$ cat config.mk
export PLATFORM = sky130hd
export DESIGN_NAME = pwr_on_req_ctrl
export DESIGN_NICKNAME = d
export VERILOG_FILES = /design/src/rtl/pwr_on_req_pkg.sv /design/src/rtl/pwr_sync.sv /design/src/rtl/pwr_on_req_dp.sv /design/src/rtl/pwr_on_req_ctl.sv /design/src/rtl/pwr_on_req_ctrl.sv
export SDC_FILE = /design/constraint.sdc
export NUM_CORES = 1
export LEC_CHECK = 0
export ABC_CLOCK_PERIOD_IN_PS = 2750
export BUFFER_PORTS_ARGS = -buffer_cell sky130_fd_sc_hd__buf_4
export CAP_MARGIN = 15
export CORE_AREA = 4 4 59 61
export CTS_CLUSTER_DIAMETER = 100
export CTS_CLUSTER_SIZE = 14
export DETAILED_ROUTE_END_ITERATION = 10
export DIE_AREA = 0 0 63 65
export PLACE_DENSITY = 0.55
export SLEW_MARGIN = 20
export SYNTH_ARGS = -nofsm -noshare
export SYNTH_HDL_FRONTEND = slang
export SYNTH_HIERARCHICAL = 1
export SYNTH_SLANG_ARGS = --single-unit
$ cat constraint.sdc
create_clock -name clk -period 2.75 [get_ports clk]
set_input_delay 0 -clock clk [delete_from_list [all_inputs] [get_ports clk]]
set_output_delay 0 -clock clk [all_outputs]
set_load 0.02 [all_outputs]
$ cat src/rtl/pwr_on_req_pkg.sv
package pwr_on_req_pkg;

  typedef enum logic {
    ST_OFF = 1'b0,
    ST_ON  = 1'b1
  } pwrState_t;

  // strobes handed from the datapath to the control
  typedef struct packed {
    logic btnPress;
    logic wakeHit;
    logic tampHit;
  } evtStrobes_t;

endpackage

$ cat src/rtl/pwr_sync.sv
module pwr_sync #(
  parameter int              WIDTH     = 4,
  parameter int              STAGES    = 2,
  parameter logic [WIDTH-1:0] RESET_VAL = '0
) (
  input  logic             clk,
  input  logic             rstN,
  input  logic [WIDTH-1:0] asyncIn,
  output logic [WIDTH-1:0] syncOut
);

  logic [WIDTH-1:0] stageQ [STAGES];

  always_ff @(posedge clk or negedge rstN) begin
    if (!rstN) begin
      for (int i = 0; i < STAGES; i++) stageQ[i] <= RESET_VAL;
    end else begin
      stageQ[0] <= asyncIn;
      for (int i = 1; i < STAGES; i++) stageQ[i] <= stageQ[i-1];
    end
  end

  assign syncOut = stageQ[STAGES-1];

endmodule

$ cat src/rtl/pwr_on_req_dp.sv
module pwr_on_req_dp
  import pwr_on_req_pkg::*;
#(
  parameter int DEBOUNCE_CYCLES = 24576,
  parameter int SYNC_STAGES     = 2
) (
  input  logic        clk,
  input  logic        rstN,
  input  logic        onOffN,
  input  logic        wakeIn,
  input  logic        tamperIn,
  input  logic        hpSupplied,
  output evtStrobes_t evt
);

  localparam int CNT_W = $clog2(DEBOUNCE_CYCLES + 1);
  localparam logic [CNT_W-1:0] CNT_MAX  = CNT_W'(DEBOUNCE_CYCLES);
  localparam logic [CNT_W-1:0] CNT_LAST = CNT_W'(DEBOUNCE_CYCLES - 1);

  logic [3:0] syncVec;
  logic btnSync, wakeSync, tampSync, hpSync;

  // bit order {hp, tamper, wake, button}; the button resets to released
  pwr_sync #(
    .WIDTH    (4),
    .STAGES   (SYNC_STAGES),
    .RESET_VAL(4'b0001)
  ) sync_i (
    .clk    (clk),
    .rstN   (rstN),
    .asyncIn({hpSupplied, tamperIn, wakeIn, onOffN}),
    .syncOut(syncVec)
  );

  assign {hpSync, tampSync, wakeSync, btnSync} = syncVec;

  logic [CNT_W-1:0] lowCntQ;
  logic             pressQ;

  // saturating count of consecutive low samples; one pulse per hold
  always_ff @(posedge clk or negedge rstN) begin
    if (!rstN) begin
      lowCntQ <= '0;
      pressQ  <= 1'b0;
    end else if (btnSync) begin
      lowCntQ <= '0;
      pressQ  <= 1'b0;
    end else begin
      if (lowCntQ != CNT_MAX) lowCntQ <= lowCntQ + 1'b1;
      pressQ <= (lowCntQ == CNT_LAST);
    end
  end

  assign evt.btnPress = pressQ;
  assign evt.wakeHit  = wakeSync & ~hpSync;  // wake timer gated while HP powered
  assign evt.tampHit  = tampSync;

  // a press strobe never lasts two cycles
  assert_press_single_R5: assert property (@(posedge clk) disable iff (!rstN)
    pressQ |=> !pressQ);

  // a press strobe follows a low button sample
  assert_press_after_low_R3: assert property (@(posedge clk) disable iff (!rstN)
    pressQ |-> $past(!btnSync));

endmodule

$ cat src/rtl/pwr_on_req_ctl.sv
module pwr_on_req_ctl
  import pwr_on_req_pkg::*;
#(
  parameter bit PWR_ON_AT_POR = 1'b0
) (
  input  logic        clk,
  input  logic        rstN,
  input  evtStrobes_t evt,
  output logic        pwrOnReq,
  output logic        stateOn
);

  localparam pwrState_t RESET_STATE = PWR_ON_AT_POR ? ST_ON : ST_OFF;

  pwrState_t stateQ, stateNext;
  logic      reqQ;

  always_comb begin
    stateNext = stateQ;
    unique case (stateQ)
      ST_OFF: if (evt.btnPress || evt.wakeHit || evt.tampHit) stateNext = ST_ON;
      ST_ON:  if (evt.btnPress) stateNext = ST_OFF;
      default: stateNext = ST_OFF;
    endcase
  end

  always_ff @(posedge clk or negedge rstN) begin
    if (!rstN) begin
      stateQ <= RESET_STATE;
      reqQ   <= PWR_ON_AT_POR;
    end else begin
      stateQ <= stateNext;
      reqQ   <= (stateNext == ST_ON);
    end
  end

  assign pwrOnReq = reqQ;
  assign stateOn  = (stateQ == ST_ON);

  // in ON, only the button leaves the state
  assert_on_holds_R9: assert property (@(posedge clk) disable iff (!rstN)
    (stateQ == ST_ON && !evt.btnPress) |=> (stateQ == ST_ON));

  // in OFF, with no enabled source, the state stays OFF
  assert_off_holds_R7: assert property (@(posedge clk) disable iff (!rstN)
    (stateQ == ST_OFF && !evt.btnPress && !evt.tampHit && !evt.wakeHit)
      |=> (stateQ == ST_OFF));

endmodule

$ cat src/rtl/pwr_on_req_ctrl.sv
module pwr_on_req_ctrl
  import pwr_on_req_pkg::*;
#(
  parameter int DEBOUNCE_CYCLES = 24576,
  parameter int SYNC_STAGES     = 2,
  parameter bit PWR_ON_AT_POR   = 1'b0
) (
  input  logic clk,
  input  logic rstN,
  input  logic onOffN,
  input  logic wakeIn,
  input  logic tamperIn,
  input  logic hpSupplied,
  output logic pwrOnReq,
  output logic stateOn
);

  evtStrobes_t evt;

  pwr_on_req_dp #(
    .DEBOUNCE_CYCLES(DEBOUNCE_CYCLES),
    .SYNC_STAGES    (SYNC_STAGES)
  ) dp_i (
    .clk       (clk),
    .rstN      (rstN),
    .onOffN    (onOffN),
    .wakeIn    (wakeIn),
    .tamperIn  (tamperIn),
    .hpSupplied(hpSupplied),
    .evt       (evt)
  );

  pwr_on_req_ctl #(
    .PWR_ON_AT_POR(PWR_ON_AT_POR)
  ) ctl_i (
    .clk     (clk),
    .rstN    (rstN),
    .evt     (evt),
    .pwrOnReq(pwrOnReq),
    .stateOn (stateOn)
  );

  // request and status agree
  assert_req_matches_R10: assert property (@(posedge clk) disable iff (!rstN)
    pwrOnReq == stateOn);

endmodule

* Word level (Yosys, flattened, before mapping)
Index checks and enable logic that the tools add are counted.
** Cells by class
- $add $sub $neg :: 1
- Bitwise gates (word level) :: 3
- Equal/unequal tests :: 2
- Reductions and logical operators :: 3
- Mux-type cells :: 6
** Operators by type and width (number)
- 15-bit two-way mux :: 2
- 15-bit by 1-bit adder with 15-bit output, second input constant :: 1
- 15-bit == test, second input constant :: 1
- 15-bit != test, second input constant :: 1
- 1-bit two-way mux :: 3
- 1-bit logical OR :: 2
- 1-bit NOT :: 2
- 1-bit one-hot mux with 2 select lines :: 1
- 2-bit nonzero test :: 1
- 1-bit bitwise AND :: 1
** Storage, ports and cells
- Input bits :: 6
- Bits in registers :: 25
- Output and inout port bits :: 2

* Depth between registers and ports, before layout
Gate-level depths: netlist (run 1).
- Word-level depth :: 6
- Mapped depth :: 6
- Gate-level depth less buffers :: 6

* Cells and area by module
Netlist (run 1), hierarchy kept.
** Modules (own cells, without submodules)
- pwr_on_req_dp :: cells each 85, sequential area each 400.4 µm², area each 862.1 µm², instances 1
- pwr_sync :: cells each 12, sequential area each 202.7 µm², area each 232.7 µm², instances 1
- pwr_on_req_ctl :: cells each 4, sequential area each 25.0 µm², area each 43.8 µm², instances 1

* Least setup slack after synthesis (run 1)
OpenSTA, ideal clock, no wires.
- Path type :: register -> register
- Start :: register dp_i.lowCntQ[0]
- End :: register dp_i.pressQ
- Buffers on the path :: 0
- Stages on the path, launching flop included :: 5
- Arrival time :: 1.420 ns
- Path slack :: 1.235 ns
- Setup time :: 0.096 ns
- Path through :: dfrtp_1 -> ha_1 -> nand2_1 -> or4_1 -> nor4_2
** Between the ends
- Cells in the longest elaborated chain, start to end :: 2
** RTL lines
- from (decl) :: line pwr_on_req_dp.sv:37 : logic [CNT_W-1:0] lowCntQ;
- from (signal assigned) :: line pwr_on_req_dp.sv:49 : if (lowCntQ != CNT_MAX) lowCntQ <= lowCntQ + 1'b1;
- 15-bit == test :: line pwr_on_req_dp.sv:50 : pressQ <= (lowCntQ == CNT_LAST);
- 1-bit two-way mux :: line pwr_on_req_dp.sv:45 : end else if (btnSync) begin
- to (signal assigned) :: line pwr_on_req_dp.sv:50
- to (decl) :: line pwr_on_req_dp.sv:38 : logic pressQ;
No other way between the ends.
A chain may end at the register's enable or synchronous reset.

* Final worst setup path (run 1)
- Start :: register dp_i.lowCntQ[0]
- End :: register dp_i.lowCntQ[2]
** Between the ends
- Cells in the longest elaborated chain, start to end :: 3
- Elaborated cells between the ends (all ways) :: 5
- Classes of those cells :: 1 x add/sub; 1 x eq/ne; 2 x mux; 1 x reduce/logical
** RTL lines (line)
- 15-bit by 1-bit adder with 15-bit output :: pwr_on_req_dp.sv:49
- 15-bit two-way mux :: pwr_on_req_dp.sv:49
- 15-bit two-way mux :: pwr_on_req_dp.sv:45
Several ways; a longest one is shown, not always the timed one. The select of a mux whose other input is x is not followed.

==> results of run 1 <==
worst max-delay path: stages, from the launching register on:
cell and delay (ns):
sky130_fd_sc_hd__dfrtp_1 0.47, sky130_fd_sc_hd__inv_1 0.09, sky130_fd_sc_hd__ha_1 0.13, sky130_fd_sc_hd__nor4bb_1 0.31
sky130_fd_sc_hd__nand4_1 0.29, sky130_fd_sc_hd__a21bo_2 0.29, sky130_fd_sc_hd__a21oi_1 0.11
power groups by stage:
stage | clock network [W] | registers (W) | logic, W
floorplan | 0 | 0.000391 | 0.0000174
global placement | 0 | 0.000396 | 0.0000244
detailed placement | 0 | 0.000396 | 0.0000252
CTS | 0.000170 | 0.000389 | 0.0000310
global route | 0.000183 | 0.000392 | 0.0000352
finish | 0.000155 | 0.000389 | 0.0000299
sequential cells by signal, indices dropped and copies added, names as in the netlist:
register	count
ctl_i/pwrOnReq	1
dp_i/sync_i/stageQ	4
dp_i/lowCntQ	15
dp_i/sync_i/syncOut	4
dp_i/pressQ	1
worst max path at each step:
stage | from | to | depth (start not counted) | slack (ns)
6_report | dp_i/lowCntQ[0] | dp_i/lowCntQ[2] | 6 | 1.0
5_1_grt | dp_i/lowCntQ[0] | dp_i/lowCntQ[2] | 6 | 0.86
4_1_cts | dp_i/lowCntQ[0] | dp_i/lowCntQ[2] | 6 | 1.01
3_5_place_dp | dp_i/lowCntQ[0] | dp_i/pressQ | 4 | 1.05
3_3_place_gp | dp_i/lowCntQ[0] | dp_i/pressQ | 4 | 1.08
2_1_floorplan | dp_i/lowCntQ[0] | dp_i/pressQ | 4 | 1.23
per-stage QoR:
stage,instances,utilization (%),total power [W],instance area (um2)
floorplan,101,-,0.000408,1140
global placement,133,39.6,0.000420,1180
detailed placement,133,39.6,0.000421,1180
CTS,142,42.2,0.000590,1260
global route,142,42.2,0.000610,1260
finish,142,42.2,0.000574,1260
what timing repair did:
item | in CTS | in global routing
hold endpoints to repair | 29 | 0
hold buffers | 5 | 0
setup endpoints to repair | 0 | 0
cells by family after synthesis:
logic type,after synthesis,synth area share (%)
muxes,1,0.879
and+or+nand+nor,43,23.5
DFF,25,55.2
adders and majority gates,2,2.20
buffers and inverters,12,5.93
AOI/OAI and AO/OA,7,3.85
xor gates and xnor gates,11,8.46
final cells by class:
type / instances / area (um2)
flip-flops and latches: 25 / 628
clock buffers: 3 / 22.5
inverters: 4 / 15.0
well taps: 33 / 41.3
fillers: 288 / 1720
repair buffers: 12 / 103
multi-input cells: 64 / 443
clock inverters: 1 / 5.00
layer usage:
metal | vias up | part of all wire (%) | routed length, um
met4 | 0 | 2.2 | 38
met3 | 4 | 1.7 | 30
met1 | 337 | 49 | 861
met2 | 5 | 47 | 833
met5 | - | 0 | 0
li1 | 358 | - | -
cell usage in the layout, fill, tap and decap left out, types with 2 or more instances in the layout:
cell type	n
sky130_fd_sc_hd__dfstp_2	2
sky130_fd_sc_hd__nand4_1	4
sky130_fd_sc_hd__xor2_1	5
sky130_fd_sc_hd__nand2_1	4
sky130_fd_sc_hd__nor3_1	3
sky130_fd_sc_hd__a21oi_1	4
sky130_fd_sc_hd__clkbuf_4	3
sky130_fd_sc_hd__dlygate4sd3_1	5
sky130_fd_sc_hd__dfrtp_1	23
sky130_fd_sc_hd__nor2_1	13
sky130_fd_sc_hd__nor4_1	3
sky130_fd_sc_hd__nand3_1	5
sky130_fd_sc_hd__xnor2_1	6
sky130_fd_sc_hd__buf_4	7
sky130_fd_sc_hd__inv_1	4
sky130_fd_sc_hd__ha_1	2
==> out/metrics.yaml, run 1 <==
status: "completed"
clock_tree.buffer_depth: 2
synth.yosys.warnings: 6
drive_gt1_share_pct: 19.3
timing.reg2reg.worst_path_depth: 6
unrepaired_setup_endpoints_after_global_routing: "no"
antenna_violating_nets_post_route: 0
report.final.hold_viol_count: 0
vdd_ir_drop_max_mv: 0.367
grt_start_max_net_pins: 26
die-height_um: 65
placement.io_buffers: 7
avgSynthCellArea_um2: 11.3
synth.most_common_cell: "sky130_fd_sc_hd__dfrtp_1"
reg2reg_from: "dp_i/lowCntQ[0]"
grt_most_used_layer: "met2"
postRouteWirelength_mm: 1.76
crit_path_max_fanout: 6
synth_cell_type_count: 30
core_region_area_um2: 2980
grt_usage_pct: 10.0
yosys-top-cells-area: "sky130_fd_sc_hd__dfrtp_1 (51%), sky130_fd_sc_hd__dfstp_2 (4.6%), sky130_fd_sc_hd__xnor2_1 (4.6%)"
via_per_inst: 4.96
tns_ns: 0
power.switching_fraction_pct: 21.9
netlist_top_cells_count: "sky130_fd_sc_hd__dfrtp_1 (23), sky130_fd_sc_hd__nor2_1 (13), sky130_fd_sc_hd__buf_4 (6), sky130_fd_sc_hd__xnor2_1 (6)"
post-place-ws_ns: 1.05
clk_pin_slew_worst_paths_ns: 0.13
synth.ff_latch_count: 25
starting_density_of_the_core_pct: 38.2
insertedDiodeCount: 0
seq_area_frac_synth_pct: 55.2
timing.final.setup_violations: 0
p_int_w: 0.000448
use_met2_pct: 15.0
power_per_cell_area_nw_per_um2: 456
synthesis.instances: 101
transition_at_the_pin_with_the_smallest_max_transition_slack_ns: 0.284
wl_per_cell_um: 12.4
setup_skew_after_layout_ns: 0.00816
first_global_vias: 666
cp_data_required_time_ns: 2.99
num-nets-final: 118
min-delay-path-class: "in2async"
ctsRootBufferMaster: "sky130_fd_sc_hd__clkbuf_4"
placement_rows: 20
tritoncts: "done"
endpoint_class_of_the_critical_path: "flip-flop"
die_w_um: 63
total_leakage_power_nw: 0.540
hold_slack_ns: 0.0951
clkSinkCount: 25
setup.worst_path.class: "reg2reg"
slew_headroom_pct: 80.8
cts_max_level: 1
regToRegSetupSlack_ns: 1.0
synth_fp_nets: 109
grt_overflow_total: 0
comb_power_share_pct: 5.2
syn2layout_area_growth_pct: 10.4
seq_power_share_pct: 67.8
share_of_flip_flops_with_an_asynchronous_set_or_reset_after_synthesis_pct: 100
cts_made_buffers: 3
cts_repair_resize_count: 0
groute.layer.met3.usage_pct: 1.56
slew_viol_final: 0
initial_antenna_violation_count: 0
detailedRoute.firstPassIterationCount: 4
cp.arrival_ns: 1.99
p_switching_w: 0.000126
synth-edff-count: 0
met1_global_route_usage_pct: 13.7
die-area_um2: 4100
final_min_period_over_clock_period_pct: 63.8
boundaryPins: 8
timing.max_cap.violations: 0
period_minus_slack_ns: 1.75
cts_setup_buffers: 0
finalWorstSetupSlack_ns: 0.996
synth_top_area_cell: "sky130_fd_sc_hd__dfrtp_1"
synth_ff_type: "sky130_fd_sc_hd__dfrtp_1"
wire_length_of_the_first_global_routing_pass_mm: 3.22
hpwlAfterDp_mm: 1.24
crit-reg2reg-capture: "dp_i/lowCntQ[2]"
via_count: 704
cp_startpoint_kind: "flip-flop"
clock_insertion_delay_worst_skew_ns: 0.31
synth_cell_area_um2: 1140
fmaxAchievable_mhz: 570
finalWeightedCongestion: 0.772
drc: 0
clock_power_share_pct: 27.0
yosysTopAreaCellShare_pct: 50.5
drt_first_iter_violations: 19
Power figures use the tool's default switching activity.
==> run 2: changes to the inputs <==
--- a/config.mk
+++ b/config.mk
@@ -5,7 +5,7 @@
 export SDC_FILE = /design/constraint.sdc
 export NUM_CORES = 1
 export LEC_CHECK = 0
-export ABC_CLOCK_PERIOD_IN_PS = 2750
+export ABC_CLOCK_PERIOD_IN_PS = 1450
 export BUFFER_PORTS_ARGS = -buffer_cell sky130_fd_sc_hd__buf_4
 export CAP_MARGIN = 15
 export CORE_AREA = 4 4 59 61
@@ -13,7 +13,7 @@
 export CTS_CLUSTER_SIZE = 14
 export DETAILED_ROUTE_END_ITERATION = 10
 export DIE_AREA = 0 0 63 65
-export PLACE_DENSITY = 0.55
+export PLACE_DENSITY = 0.57
 export SLEW_MARGIN = 20
 export SYNTH_ARGS = -nofsm -noshare
 export SYNTH_HDL_FRONTEND = slang
==> constraint.sdc (replaced) <==
create_clock -name clk -period 1.45 [get_ports clk]
set_input_delay 0 -clock clk [delete_from_list [all_inputs] [get_ports clk]]
set_output_delay 0 -clock clk [all_outputs]
set_load 0.02 [all_outputs]
==> run 2 against run 1 <==
  * The run now ends with negative setup slack left
  * Combinational power increased to 3.2 times the previous value
  * Cell count increased by 13%
  * Sequential share of layout area decreased by 7.2 points
  * Die area unchanged
  * Worst hold slack improved by 0.0058 ns
  * Worst setup slack got worse by 1.0 ns
  * Largest power group unchanged
  * Critical path depth increased by 1
  * Fmax increased by 17%
==> out/metrics.yaml, run 2 (same netlist as run 1, synthesis figures left out) <==
fillerInstances: 256  # was 288
max_ffs_per_register: 15  # unchanged
endpoint_class_of_the_critical_path: "flip-flop"  # unchanged
most_common_library_cell_in_the_layout_ignoring_fill_and_taps: "sky130_fd_sc_hd__buf_4"  # was sky130_fd_sc_hd__dfrtp_1
tns_ns: -0.0976  # was 0 ns
unrepaired_setup_endpoints_after_global_routing: "yes"  # was no
cp_data_required_time_ns: 1.66  # was 2.99 ns
min-delay-path-class: "in2async"  # unchanged
drive_gt1_share_pct: 40.9  # was 19.3%
failed_checks: "negative setup slack"
finalPower_w: 0.00116  # was 0.000574 W
postRouteWirelength_mm: 2.01  # was 1.76 mm
wl_per_cell_um: 12.6  # was 12.4 um
timing.final.setup_violations: 3  # was 0
clock_insertion_delay_worst_skew_ns: 0.31  # about the same
clock_power_share_pct: 27.9  # was 27.0%
ctsRootBufferMaster: "sky130_fd_sc_hd__clkbuf_4"  # unchanged
detailedRoute.firstPassIterationCount: 4  # unchanged
critPathLaunch: "dp_i/lowCntQ[1]"  # was dp_i/lowCntQ[0]
tritoncts: "done"  # unchanged
crit_path_max_fanout: 4  # was 6
cts_max_level: 1  # unchanged
sequential_cell_area_um2: 631  # was 628 um2
status: "finished, violations left"  # was completed
critical_path.endpoint: "dp_i/lowCntQ[0]"  # was dp_i/lowCntQ[2]
finalWorstSetupSlack_ns: -0.0489  # was 0.996 ns
syn2layout_area_growth_pct: 29.6  # was 10.4%
grt_start_max_net_pins: 26  # unchanged
period_minus_slack_ns: 1.50  # was 1.75 ns
insertedDiodeCount: 0  # unchanged
setup_skew_after_layout_ns: 0.000819  # was 0.00816 ns
crit-reg2reg-capture: "dp_i/lowCntQ[0]"  # was dp_i/lowCntQ[2]
finalWeightedCongestion: 0.757  # was 0.772
placement.io_buffers: 7  # unchanged
first_global_vias: 831  # was 666
wire_length_of_the_first_global_routing_pass_mm: 3.62  # was 3.22 mm
seq_power_share_pct: 63.8  # was 67.8%
slew_viol_final: 0  # unchanged
comb_power_share_pct: 8.3  # was 5.2%
p_switching_w: 0.000272  # was 0.000126 W
transition_at_the_pin_with_the_smallest_max_transition_slack_ns: 0.326  # was 0.284 ns
cp_startpoint_kind: "flip-flop"  # unchanged
initial_antenna_violation_count: 0  # unchanged
num-nets-final: 136  # was 118
setup.worst_path.class: "reg2reg"  # unchanged
grt_overflow_total: 0  # unchanged
reg2reg_from: "dp_i/lowCntQ[1]"  # was dp_i/lowCntQ[0]
regToRegSetupSlack_ns: -0.05  # was 1.0 ns
die_w_um: 63  # unchanged
starting_density_of_the_core_pct: 38.2  # unchanged
slew_headroom_pct: 78.3  # was 80.8%
power_per_cell_area_nw_per_um2: 783  # was 456 nW/um2
register_containing_the_most_flip_flops_in_the_final_layout: "dp_i/lowCntQ"  # unchanged
drc: 0  # unchanged
vdd_ir_drop_max_mv: 0.598  # was 0.367 mV
core_region_area_um2: 2980  # unchanged
timing.reg2reg.worst_path_depth: 7  # was 6
hpwlAfterDp_mm: 1.41  # was 1.24 mm
cp.arrival_ns: 1.70  # was 1.99 ns
clock_tree.buffer_depth: 2  # unchanged
mostFrequentLayoutCells: "sky130_fd_sc_hd__buf_4 (23), sky130_fd_sc_hd__dfrtp_1 (21), sky130_fd_sc_hd__nor2_1 (13)"  # was sky130_fd_sc_hd__dfrtp_1 (23), sky130_fd_sc_hd__nor2_1 (13), sky130_fd_sc_hd__buf_4 (7), sky130_fd_sc_hd__xnor2_1 (6)
drt_first_iter_violations: 25  # was 19
area_of_combinational_cells_with_multiple_inputs_um2: 512  # was 443 um2
total_leakage_power_nw: 0.644  # was 0.540 nW
cts_made_buffers: 3  # unchanged
fmaxAchievable_mhz: 667  # was 570 MHz
report.final.hold_viol_count: 0  # unchanged
clk_pin_slew_worst_paths_ns: 0.14  # was 0.13 ns
power.switching_fraction_pct: 23.5  # was 21.9%
via_per_inst: 5.03  # was 4.96
clkSinkCount: 25  # unchanged
placement_rows: 20  # unchanged
p_int_w: 0.000883  # was 0.000448 W
boundaryPins: 8  # unchanged
final_min_period_over_clock_period_pct: 103  # was 63.8%
antenna_violating_nets_post_route: 0  # unchanged
die-area_um2: 4100  # unchanged
grt_usage_pct: 10.9  # was 10.0%
die-height_um: 65  # unchanged
timing.max_cap.violations: 0  # unchanged
via_count: 804  # was 704
==> run 2: cell types whose count changed in the layout (fill, tap and decap cells not counted), moves of 2 or more <==
cell | previous run | this run
sky130_fd_sc_hd__buf_4 | 7 | 23
sky130_fd_sc_hd__buf_6 | 0 | 2
sky130_fd_sc_hd__dfrtp_1 | 23 | 21
sky130_fd_sc_hd__dfrtp_2 | 0 | 2
sky130_fd_sc_hd__ha_1 | 2 | 0
sky130_fd_sc_hd__ha_4 | 0 | 2
sky130_fd_sc_hd__inv_1 | 4 | 2
sky130_fd_sc_hd__inv_2 | 0 | 2
==> run 2: metrics by stage <==
step | util (%) | hold slack, ns | setup slack, ns | cells | area, um2
6_report | 49.5 | 0.101 | -0.0489 | 160 | 1480
5_1_grt | 49.5 | 0.117 | -0.155 | 160 | 1480
3_5_place_dp | 43.6 | -0.0833 | -0.106 | 147 | 1300
3_3_place_gp | 43.6 | -0.0827 | -0.00777 | 147 | 1300
4_1_cts | 47.8 | 0.0964 | -0.0542 | 158 | 1420
2_1_floorplan | - | -0.296 | 0.00648 | 101 | 1150
==> run 2: layout make-up <==
| class | instances | share of cell area (%) |
|---|---|---|
| clock buffers | 3 | 1.53 |
| well taps | 33 | 2.80 |
| flip-flops and latches | 25 | 42.7 |
| inverters | 4 | 1.02 |
| multi-input cells | 64 | 34.7 |
| repair buffers | 30 | 16.6 |
| clock inverters | 1 | 0.594 |
==> run 2: repair_timing <==
action	4_1_cts	5_1_grt
endpoints found under the setup margin	5	8
pin swaps	5	4
buffers inserted	2	2
hold buffers	5	0
hold endpoints to repair	29	0
resized for setup	5	10
==> run 2: worst max-delay path, cell delays in order (launching register included) <==
cell and delay (ns):
sky130_fd_sc_hd__dfrtp_2 0.45, sky130_fd_sc_hd__inv_2 0.07, sky130_fd_sc_hd__ha_4 0.12, sky130_fd_sc_hd__nor4bb_4 0.17, sky130_fd_sc_hd__nand4_1 0.19, sky130_fd_sc_hd__buf_6 0.18, sky130_fd_sc_hd__xnor2_2 0.16, sky130_fd_sc_hd__nor2_1 0.06
==> run 2: worst min path at each step <==
stage | end | slack (ns) | cells after the start
after floorplan | ctl_i/pwrOnReq | -0.30 | 0
after global placement | dp_i/sync_i/stageQ[5] | -0.08 | 1
after detailed placement | dp_i/sync_i/stageQ[5] | -0.08 | 1
after CTS | dp_i/sync_i/stageQ[5] | 0.1 | 2
after global routing | dp_i/sync_i/syncOut[3] | 0.12 | 2
final | dp_i/sync_i/stageQ[5] | 0.10 | 2
==> run 2: power groups by stage <==
| stage | registers (W) | clock network [W] | logic (W) |
|---|---|---|---|
| after global placement | 0.000750 | 0 | 0.0000615 |
| final | 0.000737 | 0.000323 | 0.0000956 |
| after global routing | 0.000741 | 0.000369 | 0.000107 |
| after detailed placement | 0.000751 | 0 | 0.0000632 |
| after CTS | 0.000737 | 0.000343 | 0.0000834 |
| after floorplan | 0.000744 | 0 | 0.0000341 |
==> run 2: metal layers <==
layer  global-route usage [%]  part of all wire (%)  vias to the layer above
met2                     19.0                    51                        4
li1                         -                     -                      398
met1                     13.8                    46                      400
met4                     4.13                  0.75                        0
met5                        0                     0                        -
met3                     1.56                   1.7                        2
==> run 3: changes to the inputs <==
--- a/config.mk
+++ b/config.mk
@@ -13,6 +13,7 @@
 export CTS_CLUSTER_SIZE = 14
 export DETAILED_ROUTE_END_ITERATION = 10
 export DIE_AREA = 0 0 63 65
+export GPL_TIMING_DRIVEN = 0
 export PLACE_DENSITY = 0.57
 export SLEW_MARGIN = 20
 export SYNTH_ARGS = -nofsm -noshare
==> run 3 against run 2 <==
  * The flow still finishes with violations (negative setup slack)
  * Total power increased by 0.73%
  * Sequential share of layout area decreased by 0.32 points
  * Via count increased by 1.4%
  * Global-route usage increased by 1.2 points
  * Combinational power increased by 35%
  * Utilization increased by 0.97 points
  * Die area unchanged
  * Count of clock-buffer cells in the layout unchanged
  * Cell count unchanged
  * Non-clock buffer count unchanged
  * Routed wire length increased by 14%
  * Highest routed layer unchanged
==> out/metrics.yaml, run 3 (same netlist as run 1, synthesis figures left out) <==
cts_max_level: 1  # unchanged
cp_startpoint_kind: "flip-flop"  # unchanged
status: "finished, violations left"  # unchanged
timing.reg2reg.worst_path_depth: 7  # unchanged
total_leakage_power_nw: 0.646  # was 0.644 nW
max_ffs_per_register: 15  # unchanged
wire_length_of_the_first_global_routing_pass_mm: 3.88  # was 3.62 mm
cp.arrival_ns: 1.75  # was 1.70 ns
setup_skew_after_layout_ns: 0.00511  # was 0.000819 ns
report.final.hold_viol_count: 0  # unchanged
clk_pin_slew_worst_paths_ns: 0.13  # was 0.14 ns
slew_headroom_pct: 79.0  # was 78.3%
via_count: 815  # was 804
ctsRootBufferMaster: "sky130_fd_sc_hd__clkbuf_4"  # unchanged
die_w_um: 63  # unchanged
hpwlAfterDp_mm: 1.36  # was 1.41 mm
cts_made_buffers: 3  # unchanged
timing.final.setup_violations: 4  # was 3
chain_of_cells_forming_the_critical_path: "inv_2 > ha_4 > nor4bb_4 > nand4_1 > buf_6 > mux2i_1 > nor2_1"  # was inv_2 > ha_4 > nor4bb_4 > nand4_1 > buf_6 > xnor2_2 > nor2_1
timing.max_cap.violations: 0  # unchanged
cpMaxStageDelayCell: "sky130_fd_sc_hd__dfrtp_2"  # unchanged
starting_density_of_the_core_pct: 38.2  # unchanged
final_cell_count_no_fill: 160  # unchanged
finalPower_w: 0.00116  # about the same
via_per_inst: 5.09  # was 5.03
setup.worst_path.class: "reg2reg"  # unchanged
drc: 0  # unchanged
mostFrequentLayoutCells: "sky130_fd_sc_hd__buf_4 (22), sky130_fd_sc_hd__dfrtp_1 (15), sky130_fd_sc_hd__nor2_1 (13), sky130_fd_sc_hd__dfrtp_2 (8)"  # was sky130_fd_sc_hd__buf_4 (23), sky130_fd_sc_hd__dfrtp_1 (21), sky130_fd_sc_hd__nor2_1 (13)
finalWeightedCongestion: 0.735  # was 0.757
fmaxAchievable_mhz: 655  # was 667 MHz
unrepaired_setup_endpoints_after_global_routing: "yes"  # unchanged
transition_at_the_pin_with_the_smallest_max_transition_slack_ns: 0.311  # was 0.326 ns
initial_antenna_violation_count: 0  # unchanged
grt_start_max_net_pins: 26  # unchanged
cp_slowest_stage_delay_ns: 0.47  # was 0.45 ns
first_global_vias: 839  # was 831
placement_rows: 20  # unchanged
endpoint_class_of_the_critical_path: "flip-flop"  # unchanged
final_core_util_pct: 50.5  # was 49.5%
grt_usage_pct: 12.1  # was 10.9%
crit_path_max_fanout: 3  # was 4
insertedDiodeCount: 0  # unchanged
fillerInstances: 267  # was 256
wl_per_cell_um: 14.3  # was 12.6 um
vdd_ir_drop_max_mv: 0.543  # was 0.598 mV
hold_slack_ns: 0.105  # was 0.101 ns
min-delay-path-class: "in2async"  # unchanged
area_of_combinational_cells_with_multiple_inputs_um2: 528  # was 512 um2
clock_insertion_delay_worst_skew_ns: 0.31  # about the same
placement.io_buffers: 7  # unchanged
cp_data_required_time_ns: 1.67  # was 1.66 ns
drt_first_iter_violations: 21  # was 25
clkSinkCount: 25  # unchanged
register_containing_the_most_flip_flops_in_the_final_layout: "dp_i/lowCntQ"  # unchanged
final_min_period_over_clock_period_pct: 105  # was 103%
num-nets-final: 136  # unchanged
tritoncts: "done"  # unchanged
placedCellCount: 141  # was 147
boundaryPins: 8  # unchanged
postRouteWirelength_mm: 2.29  # was 2.01 mm
antenna_violating_nets_post_route: 0  # unchanged
tns_ns: -0.238  # was -0.0976 ns
sequential_cell_area_um2: 638  # was 631 um2
syn2layout_area_growth_pct: 32.1  # was 29.6%
power_per_cell_area_nw_per_um2: 774  # was 783 nW/um2
slew_viol_final: 0  # unchanged
die-area_um2: 4100  # unchanged
grt_overflow_total: 0  # unchanged
finalWorstSetupSlack_ns: -0.0767  # was -0.0489 ns
failed_checks: "negative setup slack"  # unchanged
die-height_um: 65  # unchanged
most_common_library_cell_in_the_layout_ignoring_fill_and_taps: "sky130_fd_sc_hd__buf_4"  # unchanged
clock_tree.buffer_depth: 2  # unchanged
period_minus_slack_ns: 1.53  # was 1.50 ns
detailedRoute.firstPassIterationCount: 4  # unchanged
core_region_area_um2: 2980  # unchanged
drive_gt1_share_pct: 46.5  # was 40.9%
[run 3: critical path: cells and delay by family (launching register included)]
kind          cells  cell delay (ns)
buf+inv           2             0.26
simple gates      3             0.46
flops             1             0.47
mux               1             0.13
fa+ha+maj         1             0.12
[run 3: layout make-up]
| cell class | instances | area share (%) |
|---|---|---|
| Buffer | 7 | 3.49 |
| Multi-Input combinational cell | 64 | 35.1 |
| Clock inverter | 1 | 0.333 |
| Inverter | 4 | 0.998 |
| Tap cell | 33 | 2.75 |
| Clock buffer | 3 | 1.50 |
| Timing Repair Buffer | 23 | 13.4 |
| Sequential cell | 25 | 42.4 |
[run 3: final timing paths]
kind                                  startpoint                endpoint  slack (ns)
setup / recovery                 dp_i/lowCntQ[1]         dp_i/lowCntQ[1]       -0.08
hold / removal                              rstN   dp_i/sync_i/stageQ[5]        0.10
setup reg to reg                 dp_i/lowCntQ[1]         dp_i/lowCntQ[1]       -0.08
hold reg to reg            dp_i/sync_i/stageQ[7]  dp_i/sync_i/syncOut[3]        0.36
max in group asynchronous                   rstN  dp_i/sync_i/syncOut[0]        1.06
min in group clk                          onOffN   dp_i/sync_i/stageQ[4]        0.33
[run 3: power by group]
group	internal, W	total (W)	switching, W
sequential	0.000718	0.000732	0.0000133
combinational	0.0000729	0.000129	0.0000559
clock	0.000103	0.000303	0.000200
total	0.000894	0.00116	0.000269
[run 3: routing by layer]
metal  vias up  wire length [um]  global-route usage [%]
li1        397                 -                       -
met1       401               937                    14.6
met2        11              1230                    19.8
met3         6                54                    2.77
met4         0                66                    7.44
met5         -                 0                       0
[run 3: metrics by stage]
step	setup WS (ns)	instance area, um2
floorplan	0.00648	1150
global placement	-0.166	1250
detailed placement	-0.260	1250
CTS	-0.0908	1400
global route	-0.212	1500
finish	-0.0767	1500
[run 3: repair_timing]
item                                    CTS  global route
gates resized for setup                  13            13
setup buffers                             4             7
endpoints found under the setup margin   15            16
hold buffers                              5             0
pin swaps                                 3             5
hold endpoints to repair                 29             0
